<file path="src/rtl/ccd_rdo_pkg.sv">
// Shared types for the CCD readout sequencer.
// Assumes: nothing beyond IEEE 1800-2017.
package ccd_rdo_pkg;

    // Sequencer states; one state per visible phase of a frame.
    typedef enum logic [2:0] {
        ST_IDLE  = 3'd0,
        ST_INTEG = 3'd1,
        ST_BULK  = 3'd2,
        ST_PAR   = 3'd3,
        ST_SER   = 3'd4,
        ST_SAMP  = 3'd5,
        ST_DONE  = 3'd6,
        ST_WAIT  = 3'd7
    } rdo_state_e;

endpackage

</file>
<file path="src/rtl/ccd_integ_timer.sv">
// Exposure timer. Counts cycles after a clear and saturates when the
// configured length has elapsed; `elapsed` stays high until the next clear.
// Assumes: lim is stable while counting (captured config).
module ccd_integ_timer #(
    parameter int INTEG_W = 16
) (
    input  logic               clk,
    input  logic               rst_n,
    input  logic               clr,
    input  logic [INTEG_W-1:0] lim,
    output logic               elapsed
);
    logic [INTEG_W-1:0] cnt_q;
    logic [INTEG_W-1:0] lim_m1;

    // Last count value; a zero length behaves as one cycle.
    always_comb begin
        lim_m1 = (lim == '0) ? '0 : lim - INTEG_W'(1);
    end

    assign elapsed = (cnt_q == lim_m1);

    // Counter: restart on clear, otherwise advance until saturated.
    always_ff @(posedge clk) begin
        if (!rst_n) begin
            cnt_q <= '0;
        end else if (clr) begin
            cnt_q <= '0;
        end else if (!elapsed) begin
            cnt_q <= cnt_q + INTEG_W'(1);
        end
    end

    AST_TIMER_RESTART: assert property (@(posedge clk) disable iff (!rst_n)
        clr |=> (cnt_q == '0));

endmodule

</file>
<file path="src/rtl/ccd_pix_index.sv">
// Row and serial-shift position tracker. Produces the row index and the
// one or two column indices of the current serial shift, plus last flags.
// Assumes: rows >= 1, cols >= 1, cols even when dual is set.
module ccd_pix_index #(
    parameter int ROW_W = 4,
    parameter int COL_W = 4
) (
    input  logic             clk,
    input  logic             rst_n,
    input  logic             row_clr,
    input  logic             row_inc,
    input  logic             col_clr,
    input  logic             col_inc,
    input  logic [ROW_W-1:0] rows,
    input  logic [COL_W-1:0] cols,
    input  logic             dual,
    output logic [ROW_W-1:0] row,
    output logic [COL_W-1:0] col_a,
    output logic [COL_W-1:0] col_b,
    output logic             last_row,
    output logic             last_col
);
    logic [ROW_W-1:0] row_q;
    logic [COL_W-1:0] col_q;
    logic [COL_W-1:0] shifts;

    // Serial shifts needed per row for the selected output count.
    always_comb begin
        shifts = dual ? (cols >> 1) : cols;
    end

    // Row position: cleared at frame boundaries, advanced per row.
    always_ff @(posedge clk) begin
        if (!rst_n || row_clr) begin
            row_q <= '0;
        end else if (row_inc) begin
            row_q <= row_q + ROW_W'(1);
        end
    end

    // Shift position within the row.
    always_ff @(posedge clk) begin
        if (!rst_n || col_clr) begin
            col_q <= '0;
        end else if (col_inc) begin
            col_q <= col_q + COL_W'(1);
        end
    end

    assign row      = row_q;
    assign col_a    = col_q;
    assign col_b    = cols - COL_W'(1) - col_q;
    assign last_row = (row_q == rows - ROW_W'(1));
    assign last_col = (col_q == shifts - COL_W'(1));

    AST_ROW_IN_RANGE: assert property (@(posedge clk) disable iff (!rst_n)
        row_inc |-> (row_q < rows - ROW_W'(1)));
    AST_COL_IN_RANGE: assert property (@(posedge clk) disable iff (!rst_n)
        (col_inc || col_clr) |-> (col_q < shifts));

endmodule

</file>
<file path="src/rtl/ccd_readout_ctrl.sv">
// Frame readout sequencer for a parallel + serial CCD register pair.
// Runs exposure, optional bulk transfer to storage, then row-by-row readout
// with one strobe per serial shift. All shifts use a req/done handshake.
// Assumes: config is stable from leaving idle until idle again; the phase
// sequencer raises done only while the matching request is high.
module ccd_readout_ctrl
    import ccd_rdo_pkg::*;
#(
    parameter int MAX_ROWS = 512,
    parameter int MAX_COLS = 512,
    parameter int INTEG_W  = 16,
    localparam int ROW_W   = $clog2(MAX_ROWS + 1),
    localparam int COL_W   = $clog2(MAX_COLS + 1)
) (
    input  logic               clk,
    input  logic               rst_n,
    input  logic               run,
    input  logic [ROW_W-1:0]   cfg_rows,
    input  logic [COL_W-1:0]   cfg_cols,
    input  logic               cfg_ft,
    input  logic               cfg_dual,
    input  logic [INTEG_W-1:0] cfg_integ,
    output logic               par_req,
    output logic               par_bulk,
    input  logic               par_done,
    output logic               ser_req,
    input  logic               ser_done,
    output logic               shutter_open,
    output logic               samp_valid,
    output logic               samp_dual,
    output logic [ROW_W-1:0]   samp_row,
    output logic [COL_W-1:0]   samp_col_a,
    output logic [COL_W-1:0]   samp_col_b,
    output logic               frame_done
);
    rdo_state_e         state_q, state_d;
    logic [ROW_W-1:0]   rows_q;
    logic [COL_W-1:0]   cols_q;
    logic               ft_q, dual_q;
    logic [INTEG_W-1:0] integ_q;
    logic               elapsed, last_row, last_col;
    logic               tmr_clr, bulk_end;
    logic               row_clr, row_inc, col_clr, col_inc;
    logic [COL_W-1:0]   col_a, col_b;
    logic [ROW_W-1:0]   row;

    // Capture configuration when a run starts from idle.
    always_ff @(posedge clk) begin
        if (!rst_n) begin
            rows_q  <= '0;
            cols_q  <= '0;
            ft_q    <= 1'b0;
            dual_q  <= 1'b0;
            integ_q <= '0;
        end else if (state_q == ST_IDLE && run) begin
            rows_q  <= cfg_rows;
            cols_q  <= cfg_cols;
            ft_q    <= cfg_ft;
            dual_q  <= cfg_dual;
            integ_q <= cfg_integ;
        end
    end

    // Next-state decision for the frame sequence.
    always_comb begin
        state_d = state_q;
        unique case (state_q)
            ST_IDLE:  if (run) state_d = ST_INTEG;
            ST_INTEG: if (elapsed) state_d = ft_q ? ST_BULK : ST_PAR;
            ST_BULK:  if (par_done && last_row) state_d = ST_PAR;
            ST_PAR:   if (par_done) state_d = ST_SER;
            ST_SER:   if (ser_done) state_d = ST_SAMP;
            ST_SAMP: begin
                if (!last_col)      state_d = ST_SER;
                else if (!last_row) state_d = ST_PAR;
                else                state_d = ST_DONE;
            end
            ST_DONE: begin
                if (!run)         state_d = ST_IDLE;
                else if (!ft_q)   state_d = ST_INTEG;
                else if (elapsed) state_d = ST_BULK;
                else              state_d = ST_WAIT;
            end
            ST_WAIT:  if (elapsed) state_d = ST_BULK;
            default:  state_d = ST_IDLE;
        endcase
    end

    // State register.
    always_ff @(posedge clk) begin
        if (!rst_n) state_q <= ST_IDLE;
        else        state_q <= state_d;
    end

    // Counter commands derived from the current state and handshakes.
    always_comb begin
        bulk_end = (state_q == ST_BULK) && par_done && last_row;
        row_clr  = bulk_end || (state_q == ST_DONE) || (state_q == ST_IDLE);
        row_inc  = ((state_q == ST_BULK) && par_done && !last_row)
                || ((state_q == ST_SAMP) && last_col && !last_row);
        col_clr  = (state_q == ST_SAMP) && last_col;
        col_inc  = (state_q == ST_SAMP) && !last_col;
        tmr_clr  = ((state_d == ST_INTEG) && (state_q != ST_INTEG)) || bulk_end;
    end

    ccd_integ_timer #(.INTEG_W(INTEG_W)) u_timer (
        .clk     (clk),
        .rst_n   (rst_n),
        .clr     (tmr_clr),
        .lim     (integ_q),
        .elapsed (elapsed)
    );

    ccd_pix_index #(.ROW_W(ROW_W), .COL_W(COL_W)) u_index (
        .clk      (clk),
        .rst_n    (rst_n),
        .row_clr  (row_clr),
        .row_inc  (row_inc),
        .col_clr  (col_clr),
        .col_inc  (col_inc),
        .rows     (rows_q),
        .cols     (cols_q),
        .dual     (dual_q),
        .row      (row),
        .col_a    (col_a),
        .col_b    (col_b),
        .last_row (last_row),
        .last_col (last_col)
    );

    // Moore outputs decoded from the state.
    always_comb begin
        par_req      = (state_q == ST_PAR) || (state_q == ST_BULK);
        par_bulk     = (state_q == ST_BULK);
        ser_req      = (state_q == ST_SER);
        samp_valid   = (state_q == ST_SAMP);
        frame_done   = (state_q == ST_DONE);
        shutter_open = (state_q == ST_INTEG) || (ft_q && state_q != ST_IDLE);
        samp_dual    = samp_valid && dual_q;
        samp_row     = samp_valid ? row : '0;
        samp_col_a   = samp_valid ? col_a : '0;
        samp_col_b   = samp_dual ? col_b : '0;
    end

    AST_REQ_EXCLUSIVE: assert property (@(posedge clk) disable iff (!rst_n)
        !(par_req && ser_req));
    AST_FF_DARK_READ: assert property (@(posedge clk) disable iff (!rst_n)
        (!ft_q && (par_req || ser_req)) |-> !shutter_open);
    AST_FT_LIGHT_READ: assert property (@(posedge clk) disable iff (!rst_n)
        (ft_q && (par_req || ser_req)) |-> shutter_open);
    AST_BULK_NO_SERIAL: assert property (@(posedge clk) disable iff (!rst_n)
        par_bulk |-> !ser_req);
    AST_PAR_HOLD: assert property (@(posedge clk) disable iff (!rst_n)
        (par_req && !par_done) |=> par_req);
    AST_SER_HOLD: assert property (@(posedge clk) disable iff (!rst_n)
        (ser_req && !ser_done) |=> ser_req);
    AST_DONE_AFTER_SAMPLE: assert property (@(posedge clk) disable iff (!rst_n)
        frame_done |-> $past(samp_valid));
    AST_DONE_SINGLE: assert property (@(posedge clk) disable iff (!rst_n)
        frame_done |=> !frame_done);
    AST_DUAL_PAIR: assert property (@(posedge clk) disable iff (!rst_n)
        samp_dual |-> (samp_col_a < samp_col_b));

endmodule

</file>
<file path="config.mk">
export PLATFORM = sky130hd
export DESIGN_NAME = ccd_readout_ctrl
export DESIGN_NICKNAME = d
export VERILOG_FILES = /design/src/rtl/ccd_rdo_pkg.sv /design/src/rtl/ccd_integ_timer.sv /design/src/rtl/ccd_pix_index.sv /design/src/rtl/ccd_readout_ctrl.sv
export SDC_FILE = /design/constraint.sdc
export NUM_CORES = 1
export LEC_CHECK = 0
export ABC_AREA = 1
export ABC_CLOCK_PERIOD_IN_PS = 2400
export CORE_ASPECT_RATIO = 0.6
export CORE_UTILIZATION = 30
export CTS_CLUSTER_SIZE = 28
export DETAILED_ROUTE_END_ITERATION = 10
export HOLD_SLACK_MARGIN = 0.15
export PLACE_DENSITY = 0.54
export SYNTH_ARGS = -nofsm -noshare
export SYNTH_HDL_FRONTEND = slang
export SYNTH_SLANG_ARGS = --single-unit
</file>
<file path="constraint.sdc">
create_clock -name clk -period 2.4 [get_ports clk]
set_input_delay 0.36 -clock clk [delete_from_list [all_inputs] [get_ports clk]]
set_output_delay 0.36 -clock clk [all_outputs]
set_load 0.05 [all_outputs]
</file>
# --- After elaboration in Yosys (flattened, before gate mapping) ---
# Index checks and enable logic that the tools add are counted.
word_totals:
  register_bits: 77
  latchBits: 0
  ramBits: 0
  rom_bits: 0
  output_inout_bits: 37
  wordCells: 74
  mem_count: 0
classes:
  add_sub_neg: 8
  n_mul: 0
  n_div: 0
  n_lt_le_gt_ge: 0
  n_eq_ne: 12
  shifts: 0
  mux: 18
  bitwise_logic: 1
  reduce_logical: 26
op_table:
  columns: ["operator", "n"]
  rows:
  - ["$mux 10", 4]
  - ["$mux 3", 11]
  - ["$sub 10x1->10 const B", 3]
  - ["$pmux 3 s8", 1]
  - ["$add 10x1->10 const B", 2]
  - ["$eq 10x10->1", 2]
  - ["$add 16x1->16 const B", 1]
  - ["$eq 16x16->1", 1]
  - ["$logic_not 16->1", 1]
  - ["$mux 16", 1]
  - ["$sub 16x1->16 const B", 1]
  - ["$eq 3x3->1 const B", 4]
  - ["$logic_and 1x1->1", 11]
  - ["$sub 10x10->10", 1]
  - ["$logic_or 1x1->1", 8]
  - ["$eq 3x1->1 const B", 2]
  - ["$eq 3x2->1 const B", 2]
  - ["$logic_not 1->1", 3]
  - ["$logic_not 3->1", 1]
  - ["$ne 3x1->1 const B", 1]
  - ["$reduce_bool 3->1", 1]
  - ["$reduce_or 2->1", 1]
  - ["$mux 1", 1]
  - ["$not 1->1", 1]

# --- Logic depth before layout (Yosys ltp) ---
# Gate-level depths: netlist (run 1).
logic_depth:
  ltp_word: 11
  mapped_depth: 25
  ltp_nobuf: 22

# --- By module ---
# From an unflattened synthesis (run 1), not the netlist that was laid out.
hier_totals:
  hier_cells: 996
  hier_area_um2: 6354.8
modules_own_cells:
  columns: ["module", "n_inst", "cells_per_inst", "area_each_um2", "seq_area_each_um2"]
  rows:
  - ["ccd_readout_ctrl", 1, 305, 2313.5, 820.8]
  - ["ccd_pix_index", 1, 355, 2117.0, 400.4]
  - ["ccd_integ_timer", 1, 336, 1924.3, 320.3]

# --- Worst setup path after synthesis (run 1) ---
# No wires, ideal clock.
synth_path:
  path_type: "register to output"
  start: "register state_q[2]"
  end: "output samp_col_b[2]"
  t_arrival_ns: 3.950
  path_slack_ns: -1.910
  path_stages_with_launch: 7
  path_cell_list: "dfxtp_1 > inv_1 > nor3_1 > inv_1 > nor2_1 > o21ai_0 > a21oi_1"
synth_between:
  elab_chain_cells: 3
synth_rtl:
  columns: ["item", "line", "source"]
  rows:
  - ["start: declaration", "ccd_readout_ctrl.sv:36", "rdo_state_e state_q, state_d;"]
  - ["start signal: assignment", "ccd_readout_ctrl.sv:92", "else state_q <= state_d;"]
  - ["$eq 3x3->1", "ccd_readout_ctrl.sv:136", "samp_valid = (state_q == ST_SAMP);"]
  - ["net samp_valid", "ccd_readout_ctrl.sv:29", "output logic samp_valid,"]
  - ["$logic_and 1x1->1", "ccd_readout_ctrl.sv:139", "samp_dual = samp_valid && dual_q;"]
  - ["net samp_dual", "ccd_readout_ctrl.sv:30", "output logic samp_dual,"]
  - ["$mux 10", "ccd_readout_ctrl.sv:142", "samp_col_b = samp_dual ? col_b : '0;"]
  - ["end: declaration", "ccd_readout_ctrl.sv:33", "output logic [COL_W-1:0] samp_col_b,"]
# The timed path passes the listed nets, and every way through them passes these cells.

# --- Worst setup path after layout (run 1) ---
layout_path:
  start: "register u_index.col_q[2] (netlist: u_index.col_a[2])"
  end: "output samp_col_b[9]"
layout_between:
  elab_chain_cells: 2
layout_rtl:
  columns: ["item", "line", "source"]
  rows:
  - ["start: declaration", "ccd_pix_index.sv:24", "logic [COL_W-1:0] col_q;"]
  - ["start signal: assignment", "ccd_pix_index.sv:46", "col_q <= col_q + COL_W'(1);"]
  - ["$sub 10x10->10", "ccd_pix_index.sv:52", "assign col_b = cols - COL_W'(1) - col_q;"]
  - ["$mux 10", "ccd_readout_ctrl.sv:142", null]
# No other way between the ends.

==> results of run 1 <==
## cells by family (layout without fill, tap and decap cells)
kind of cell / Yosys count / after routing / share of synthesized area
buffers and inverters: 164 / 350 / 0.1161
XOR/XNOR: 30 / 30 / 0.05028
adder cells (fa/ha/maj): 16 / 16 / 0.03582
flip-flops: 77 / 77 / 0.2659
AO/OA/AOI/OAI: 155 / 155 / 0.1390
AND/OR/NAND/NOR: 492 / 492 / 0.3930
## registers in the layout (all words and copies together) (netlist names)
signal / cells
u_timer.cnt_q: 16
state_q: 3
rows_q: 10
ft_q: 1
u_index.row: 10
cols_q: 10
integ_q: 16
dual_q: 1
u_index.col_a: 10
## tightest hold or removal path, delay by kind of cell, from the launching register on
kind             cells  cell delay (ns)
AO/OA/AOI/OAI        1             0.05
flip-flops           1             0.32
AND/OR/NAND/NOR      1             0.06
## layout by cell type, fill, tap and decap left out, drive strengths merged, types with 2 or more instances in the layout
| cell type | instances |
|---|---|
| nand2 | 235 |
| buf | 150 |
| inv | 143 |
| nor2 | 123 |
| o21ai | 78 |
| dfxtp | 77 |
| nand3 | 67 |
| a21oi | 67 |
| clkdlybuf4s50 | 44 |
| nand4 | 24 |
| nor3 | 24 |
| xor2 | 23 |
| ha | 15 |
| clkbuf | 9 |
| nor4 | 6 |
| xnor2 | 6 |
| nand3b | 5 |
| nor3b | 4 |
| o21bai | 3 |
| and3 | 2 |
| a31oi | 2 |
| o31ai | 2 |
| clkinv | 2 |
## metal layers
layer / vias up / GRT usage / share of wire
li1: 3394 / - / -
met1: 2932 / 0.3153 / 0.55
met2: 203 / 0.2723 / 0.37
met3: 10 / 0.04604 / 0.076
met4: 0 / 0.03208 / 0.0054
met5: - / 0 / 0
## timing repair
item	in CTS	in global routing
setup endpoints to repair	39	48
endpoints found under the hold margin	0	0
setup buffers	16	8
pin swaps	32	27
resized for setup	63	68
## layout make-up
class	count	share of cell area
clock buffers	9	0.02484
clock inverters	7	0.008972
inverters	139	0.05866
multi-input cells	693	0.4708
flip-flops and latches	77	0.1714
well taps	240	0.03313
repair buffers	195	0.2322
## per-stage QoR
step	TNS, ns	cells	utilization	setup slack, ns	cell area [um2]
5_1_grt	-12.37	1360	0.4901	-0.5143	9065
2_1_floorplan	-1.853	934	-	-0.1049	6131
4_1_cts	-4.628	1356	0.4748	-0.3961	8782
3_5_place_dp	-3.001	1324	0.4403	-0.1782	8144
6_report	-5.091	1360	0.4901	-0.3703	9065
3_3_place_gp	-2.518	1324	0.4403	-0.1360	8144
## path summary, 6_finish.rpt
| kind | startpoint | endpoint | cells past startpoint |
|---|---|---|---|
| setup / recovery | u_index.col_a[2] | samp_col_b[9] | 16 |
| setup reg to reg | cols_q[1] | u_timer.cnt_q[10] | 21 |
| hold reg to reg | rows_q[9] | rows_q[9] | 2 |
| hold / removal | rows_q[9] | rows_q[9] | 2 |
## power groups by stage
stage          clock, uW  sequential (uW)  combinational [uW]
2_1_floorplan          0             1410                 836
3_3_place_gp           0             1430                1300
3_5_place_dp           0             1430                1310
4_1_cts             1490             1400                1380
5_1_grt             1540             1410                1590
6_report            1460             1400                1430
==> metrics.cfg, run 1 <==
[finish]
layout-drive-gt1-share=0.3152
fin_nets=1174
multi_input_area_um2=4268
area_growth_pct=56.34
register_area_um2=1554
fill_cells=1829
n_antenna_cell=0

[yosys]
synth-async-reset-ratio=0
syn-cell-area_um2=5798
synth_area_leaders=dfxtp_1 (27%), nand2_1 (14%), inv_1 (8.4%), nor2_1 (6.3%), o21ai_0 (6.2%)
synth_nets=993
synth.distinct_cells=45
ys_seq_elements=77
synth.top_cell.area_share=0.2659
yosysWarnings=0
synth_edf_count=0
yosys.area.top_type=dfxtp_1
synthCells=934
synth_area_per_cell_um2=6.208
ys_seq_area_frac=0.2659
ys_top_cells_by_count=nand2_1 (223), inv_1 (129), nor2_1 (98)
ys.flop_type=dfxtp_1
synth_most_common_cell=nand2_1

[route]
drt_iter0_markers=391
wl_per_cell_um=14.29
drc=0
drt-vias-per-instance=4.808
wirelength_um=19430
vias=6539
drtPass1Iterations=5
antenna_left=0

[placed_design]
portBuffers=79
gp_congestion=0.9277
dpl.hpwl_um=15230

[floorplan]
ios=80
row_count=38
die_h_um=109.7
die_area_um2=19910
die_w_um=181.5
initial_utilization=0.3135
core-area_um2=18500

[timing]
fin_skew_ns=0.01598
hold_viol=0
max-slew-margin-rel=0.5831
fin_crit_sh=1.154
rsz0062_at_grt=true
maxSlewViolCount=0
fin_ws_ns=-0.3703
holdWs_ns=0.4831
tightest_slew_ns=0.6196
fmax_ghz=0.3610
setup_violations=30
period_needed_ns=2.770

[setup_path]
crit_buf_inv=2
end_kind=primary output
cp_max_fo=3
critPathKind=flip-flop to primary output
crit_path_cell_trace=inv_4 > ha_4 > nand3_1 > nand2_2 > nand2_1 > nand2_1 > a21oi_2 > nor2_1 > nor2_1 > o21bai_2 > nand2_1 > nand2_2 > a21oi_4 > xnor2_2 > nor2_4 > buf_12
cp.required_ns=2.04
path_delay_family=simple AND/OR/NAND/NOR gates
r2r_slack_ns=-0.19
path_common_cell=nand2_1
slowest_stage=dfxtp_2
max_stage_delay_ns=0.35
cp.arrival_ns=2.41
crit_path_start_kind=flip-flop

[pwr]
power_frac_clock=0.340
internal-power_uw=2776
power_density_nw_per_um2=473.7
total_power_uw=4294
total_leakage_power_uw=0.003806
swShare=0.3535
p_comb_frac=0.334
peakVddDrop_uv=380.1
pwr-share-seq=0.326
p_switching_uw=1518

[clock_tree]
cts_tree=done
clock-root-buffer=clkbuf_16
cts.sinks=77
clock_latency_ns=0.35
cts_buffer_depth=2
cts_made_buffers=9
hold_buffers=0
clk_pin_slew_worst_paths_ns=0.07
cts-htree-levels=3

[worst_hold_path]
hold_path.class=flip-flop to flip-flop

[outcome]
violations=negative setup slack
status=finished with violations

[global_routing]
grt.total_usage=0.2009
grt_overflow_total=0
grt_antenna_before_repair=0
grt_max_degree=37
grt_pass1_vias=5948
grt_pass1_wl_um=30930

[flow_run]
drv_cap=0

(Power assumes the default switching activity.)
==> inputs of run 2 (changes only) <==
--- a/config.mk
+++ b/config.mk
@@ -7,12 +7,15 @@
 export LEC_CHECK = 0
 export ABC_AREA = 1
 export ABC_CLOCK_PERIOD_IN_PS = 2400
+export CELL_PAD_IN_SITES_DETAIL_PLACEMENT = 1
+export CELL_PAD_IN_SITES_GLOBAL_PLACEMENT = 1
 export CORE_ASPECT_RATIO = 0.6
-export CORE_UTILIZATION = 30
+export CORE_MARGIN = 2
+export CORE_UTILIZATION = 35
 export CTS_CLUSTER_SIZE = 28
 export DETAILED_ROUTE_END_ITERATION = 10
 export HOLD_SLACK_MARGIN = 0.15
-export PLACE_DENSITY = 0.54
+export PLACE_DENSITY = 0.8
 export SYNTH_ARGS = -nofsm -noshare
 export SYNTH_HDL_FRONTEND = slang
 export SYNTH_SLANG_ARGS = --single-unit
==> run 2 against run 1 <==
  * The run still ends with negative setup slack left
  * Worst setup slack worse by 0.19 ns
  * Routed wire length increased by 52%
  * First-iteration DRC count up 51%
  * Hold slack is essentially flat
  * Critical endpoint unchanged
  * Largest cell class unchanged
==> metrics.cfg, run 2 (synthesis gave the netlist of run 1 again) <==
[route]
drt-vias-per-instance=5.591
antenna_left=0
drc=0
wirelength_um=29530
drt_iter0_markers=589
wl_per_cell_um=21.91
drtPass1Iterations=5
vias=7537

[timing]
tightest_slew_ns=0.7419
fin_crit_sh=1.233
fin_ws_ns=-0.5602
max-slew-margin-rel=0.5016
maxSlewViolCount=0
rsz0062_at_grt=true
hold_viol=0
setup_violations=44
fin_skew_ns=0.009657
period_needed_ns=2.960
fmax_ghz=0.3378

[pwr]
total_power_uw=4491
peakVddDrop_uv=329.6
power_density_nw_per_um2=474.6
total_leakage_power_uw=0.003961

[global_routing]
grt_max_degree=37
grt_pass1_vias=7592
grt_pass1_wl_um=41230
grt.total_usage=0.2963
grt_overflow_total=0
grt_antenna_before_repair=0

[setup_path]
cp.required_ns=2.04
cp_max_fo=2
max_stage_delay_ns=0.35
crit_path_start_kind=flip-flop
path_common_cell=nand2_2
end_kind=primary output
cp.arrival_ns=2.60
slowest_stage=dfxtp_2
critPathKind=flip-flop to primary output
crit_path_cell_trace=inv_2 > ha_1 > a21oi_4 > nand2_2 > nand2_2 > nand2_2 > a21oi_2 > nor2_1 > nor2_1 > o21bai_2 > nand2_1 > nand2_2 > a21oi_2 > xnor2_2 > nor2_4 > buf_12

[finish]
fill_cells=1985
mostFrequentLayoutCell=nand2_1
reg_top3=integ_q (16), u_timer.cnt_q (16)
n_antenna_cell=0
area_growth_pct=63.21
final_cells=1348
fin_nets=1193
layout.cells.most_common_list=nand2_1 (172), inv_1 (115), buf_4 (111)
multi_input_area_um2=4546
layout-drive-gt1-share=0.3837
register_area_um2=1570

[outcome]
status=finished with violations
violations=negative setup slack

[clock_tree]
cts_made_buffers=9
cts.sinks=77
cts_tree=done
clock_latency_ns=0.35
clock-root-buffer=clkbuf_16
cts_buffer_depth=2
hold_buffers=0
clk_pin_slew_worst_paths_ns=0.07
cts-htree-levels=3

[placed_design]
dpl.hpwl_um=17680
dp_cells=1295
gp_congestion=0.9360
portBuffers=79

[floorplan]
core-area_um2=16220
die_area_um2=17640
row_count=36
die_w_um=170.2
ios=80
die_h_um=103.7
initial_utilization=0.3576

[worst_hold_path]
hold_path.class=flip-flop to flip-flop

[flow_run]
drv_cap=0

[run 2: cell count changes in the layout (fill, tap and decap cells not counted), sizes merged]
cell,previous run,this run
buf,150,168
bufinv,1,0
clkdlybuf4s50,44,43
clkinv,2,3
clkinvlp,0,3
dlymetal6s2s,1,2
inv,143,140
nand2,235,236
[run 2: worst paths after layout]
kind / startpoint / to / slack [ns] / depth (start not counted)
worst max-delay path: u_index.col_a[1] / samp_col_b[9] / -0.56 / 16
worst min-delay path: rows_q[1] / rows_q[1] / 0.48 / 2
worst max register to register: cols_q[1] / u_timer.cnt_q[9] / -0.43 / 22
worst min register to register: rows_q[1] / rows_q[1] / 0.48 / 2
[run 2: area by class of cell]
type | instances | area share
Tap cell | 209 | 0.02763
Sequential cell | 77 | 0.1659
Multi-Input combinational cell | 694 | 0.4804
Clock buffer | 9 | 0.02380
Timing Repair Buffer | 213 | 0.2395
Clock inverter | 7 | 0.005289
Inverter | 139 | 0.05752
[run 2: layer usage]
| metal | up-vias | wire (um) | GRT usage |
|---|---|---|---|
| met2 | 366 | 13440 | 0.4634 |
| met4 | 0 | 1212 | 0.08730 |
| met3 | 95 | 2032 | 0.07184 |
| li1 | 3408 | - | - |
| met5 | - | 0 | 0 |
| met1 | 3668 | 12850 | 0.4035 |
[run 2: power breakdown]
part           internal, uW  switching [uW]
sequential             1340            71.4
clock                   704             642
combinational           688            1040
[run 2: stage by stage]
stage	TNS, ns	setup slack (ns)	instance area [um2]	hold slack (ns)	utilization
6_report	-13.07	-0.5602	9463	0.4826	0.5836
5_1_grt	-18.06	-0.6705	9463	0.5035	0.5836
4_1_cts	-5.006	-0.3813	8980	0.4843	0.5538
3_5_place_dp	-5.869	-0.2428	8120	0.4731	0.5008
3_3_place_gp	-1.984	-0.1159	8120	0.4780	0.5008
2_1_floorplan	-1.853	-0.1049	6131	0.4479	-
[run 2: timing repair]
item | 4_1_cts | 5_1_grt
resized for setup | 114 | 113
setup endpoints to repair | 43 | 57
gates cloned | 1 | 1
setup buffers | 25 | 16
pin swaps | 38 | 47
[run 2: critical path: cells and delay by family, from the launching register on]
family	cells	cell delay, ns
buffers and inverters	2	0.19
adder cells (fa/ha/maj)	1	0.22
XOR/XNOR	1	0.15
AO/OA/AOI/OAI	4	0.62
flip-flops	1	0.35
AND/OR/NAND/NOR	8	0.71
==> inputs of run 3 (changes only) <==
--- a/config.mk
+++ b/config.mk
@@ -10,7 +10,6 @@
 export CELL_PAD_IN_SITES_DETAIL_PLACEMENT = 1
 export CELL_PAD_IN_SITES_GLOBAL_PLACEMENT = 1
 export CORE_ASPECT_RATIO = 0.6
-export CORE_MARGIN = 2
 export CORE_UTILIZATION = 35
 export CTS_CLUSTER_SIZE = 28
 export DETAILED_ROUTE_END_ITERATION = 10
@@ -19,3 +18,4 @@
 export SYNTH_ARGS = -nofsm -noshare
 export SYNTH_HDL_FRONTEND = slang
 export SYNTH_SLANG_ARGS = --single-unit
+export TNS_END_PERCENT = 20
==> run 3 against run 2 <==
  * The run still ends with negative setup slack left
  * Worst setup slack improved by 0.11 ns
  * Total power grew 3.5%
  * Register-to-register slack improved by 0.03 ns
  * Count of clock-buffer cells in the layout grew 1
  * Hold slack better by 0.011 ns
  * Sequential share of layout area grew 0.68 points
  * Global-route usage grew 1.8 points
  * Clock power increased by 22%
  * Maximum frequency rose by 3.9%
  * Sequential cell count is the same
==> metrics.cfg, run 3 (synthesis gave the netlist of run 1 again) <==
[finish]
layout.cells.most_common_list=nand2_1 (204), inv_1 (118), buf_4 (106)
layout-drive-gt1-share=0.2956
reg_top3=integ_q (16), u_timer.cnt_q (16)
n_antenna_cell=0
mostFrequentLayoutCell=nand2_1
fin_nets=1179
area_growth_pct=55.39

[pwr]
total_power_uw=4649
peakVddDrop_uv=279.3
power_density_nw_per_um2=516.0
total_leakage_power_uw=0.003832

[setup_path]
crit_path_cell_trace=inv_4 > ha_4 > inv_2 > fa_2 > inv_2 > nand3_2 > nand2_2 > nand2_1 > nand2_2 > a21oi_2 > nor2_2 > o21ai_2 > nand2_2 > o21ai_4 > a21oi_4 > buf_12
path_delay_family=simple AND/OR/NAND/NOR gates
r2r_start=cols_q[1]
cp.required_ns=2.04
cp.arrival_ns=2.49
r2r_slack_ns=-0.40
crit_path_start_kind=flip-flop
r2r_cells=24
slowest_stage=dfxtp_4
end_kind=primary output
timing.rr.end=u_index.col_a[9]
cp_max_fo=2
path_common_cell=nand2_2
max_stage_delay_ns=0.37
critPathKind=flip-flop to primary output
crit_buf_inv=4

[timing]
hold_viol=0
fin_skew_ns=0.01550
max-slew-margin-rel=0.5520
rsz0062_at_grt=true
period_needed_ns=2.849
setup_violations=46
fin_ws_ns=-0.4490
tightest_slew_ns=0.6669
fin_tns_setup_ns=-12.16
fin_crit_sh=1.187
maxSlewViolCount=0
fmax_ghz=0.3510

[route]
drtPass1Iterations=5
wl_met2_um=11890
drt_iter0_markers=502
drt-vias-per-instance=5.491
vias=7314
wirelength_um=26550
antenna_left=0
wl_met3_um=1919
drc=0
wl_per_cell_um=19.93
met1_length_um=11860
maxUsedRoutingLayer=met4

[placed_design]
gp_congestion=0.9246
dpl.hpwl_um=17580
portBuffers=79

[global_routing]
grt_antenna_before_repair=0
grt_overflow_total=0
grt.total_usage=0.3140
grt_max_degree=37
grt_pass1_vias=7594
grt_pass1_wl_um=41170

[worst_hold_path]
hold_path.class=flip-flop to flip-flop
whs_path_depth=2
worstHoldStart=rows_q[1]
min_delay_worst_endpoint=rows_q[1]

[clock_tree]
clk_pin_slew_worst_paths_ns=0.07
cts_tree=done
cts.sinks=77
cts_made_buffers=9
clock_latency_ns=0.36
clock-root-buffer=clkbuf_16
hold_buffers=0
cts_buffer_depth=2
cts-htree-levels=3

[flow_run]
drv_cap=0

[floorplan]
die_h_um=101.7
core-area_um2=16220
die_w_um=168.2
die_area_um2=17100
row_count=36
ios=80
initial_utilization=0.3576

[outcome]
status=finished with violations
violations=negative setup slack

==> run 3: changes by cell type in the layout (fill, tap and decap cells not counted), moves of 7 or more <==
cell     previous run  this run
nand2_1           172       204
nor2_2             28        12
nor2_4             46        39
nand2_2            50        22
nand3_1            52        61
nor2_1             49        72
nand3_2            12         5
dfxtp_1            62        69
==> run 3: report_power, final <==
group	switching, uW	internal, uW	total, uW
registers	63.5	1340	1400
clock network	619	1040	1650
logic	951	642	1590
total	1630	3020	4650
==> run 3: worst max-delay path by stage <==
stage | startpoint | to | cells after the start
2_1_floorplan | dual_q | u_timer.cnt_q[10] | 23
3_3_place_gp | dual_q | u_index.col_a[9] | 21
3_5_place_dp | dual_q | u_index.row[7] | 16
4_1_cts | u_index.col_a[2] | samp_col_b[9] | 16
5_1_grt | u_index.col_a[2] | samp_col_b[9] | 16
6_report | u_index.col_a[0] | samp_col_b[8] | 16
==> run 3: what timing repair did <==
action,in CTS,in global routing
pin swaps,26,23
resized for setup,78,40
setup buffers,18,4
endpoints found under the setup margin,45,49
==> run 3: tightest hold or removal path: stages, from the launching register on <==
cell	delay (ns)
dfxtp_1	0.31
inv_1	0.08
a21oi_1	0.06
==> run 3: per-layer routing <==
layer,vias up,track usage
met3,70,0.05823
li1,3385,-
met2,331,0.5157
met5,-,0
met1,3528,0.4085
met4,0,0.1343
==> run 3: area by class of cell <==
type | instances | area [um2]
Fill cell | 2050 | 7206
Multi-Input combinational cell | 693 | 4208
Timing Repair Buffer | 200 | 2111
Sequential cell | 77 | 1556
Inverter | 139 | 536.8
Tap cell | 209 | 261.5
Clock buffer | 10 | 239.0
Clock inverter | 4 | 97.59
==> run 3: per-stage QoR <==
step                std cells  utilization  hold WS (ns)  instance area [um2]  worst slack, ns
floorplan                 934            -        0.4479                 6093          -0.1124
global placement         1296       0.4992        0.4785                 8094          -0.1634
detailed placement       1296       0.4992        0.4893                 8094          -0.3474
CTS                      1328       0.5451        0.4991                 8840          -0.4227
global route             1332       0.5556        0.5112                 9010          -0.5513
finish                   1332       0.5556        0.4932                 9010          -0.4490
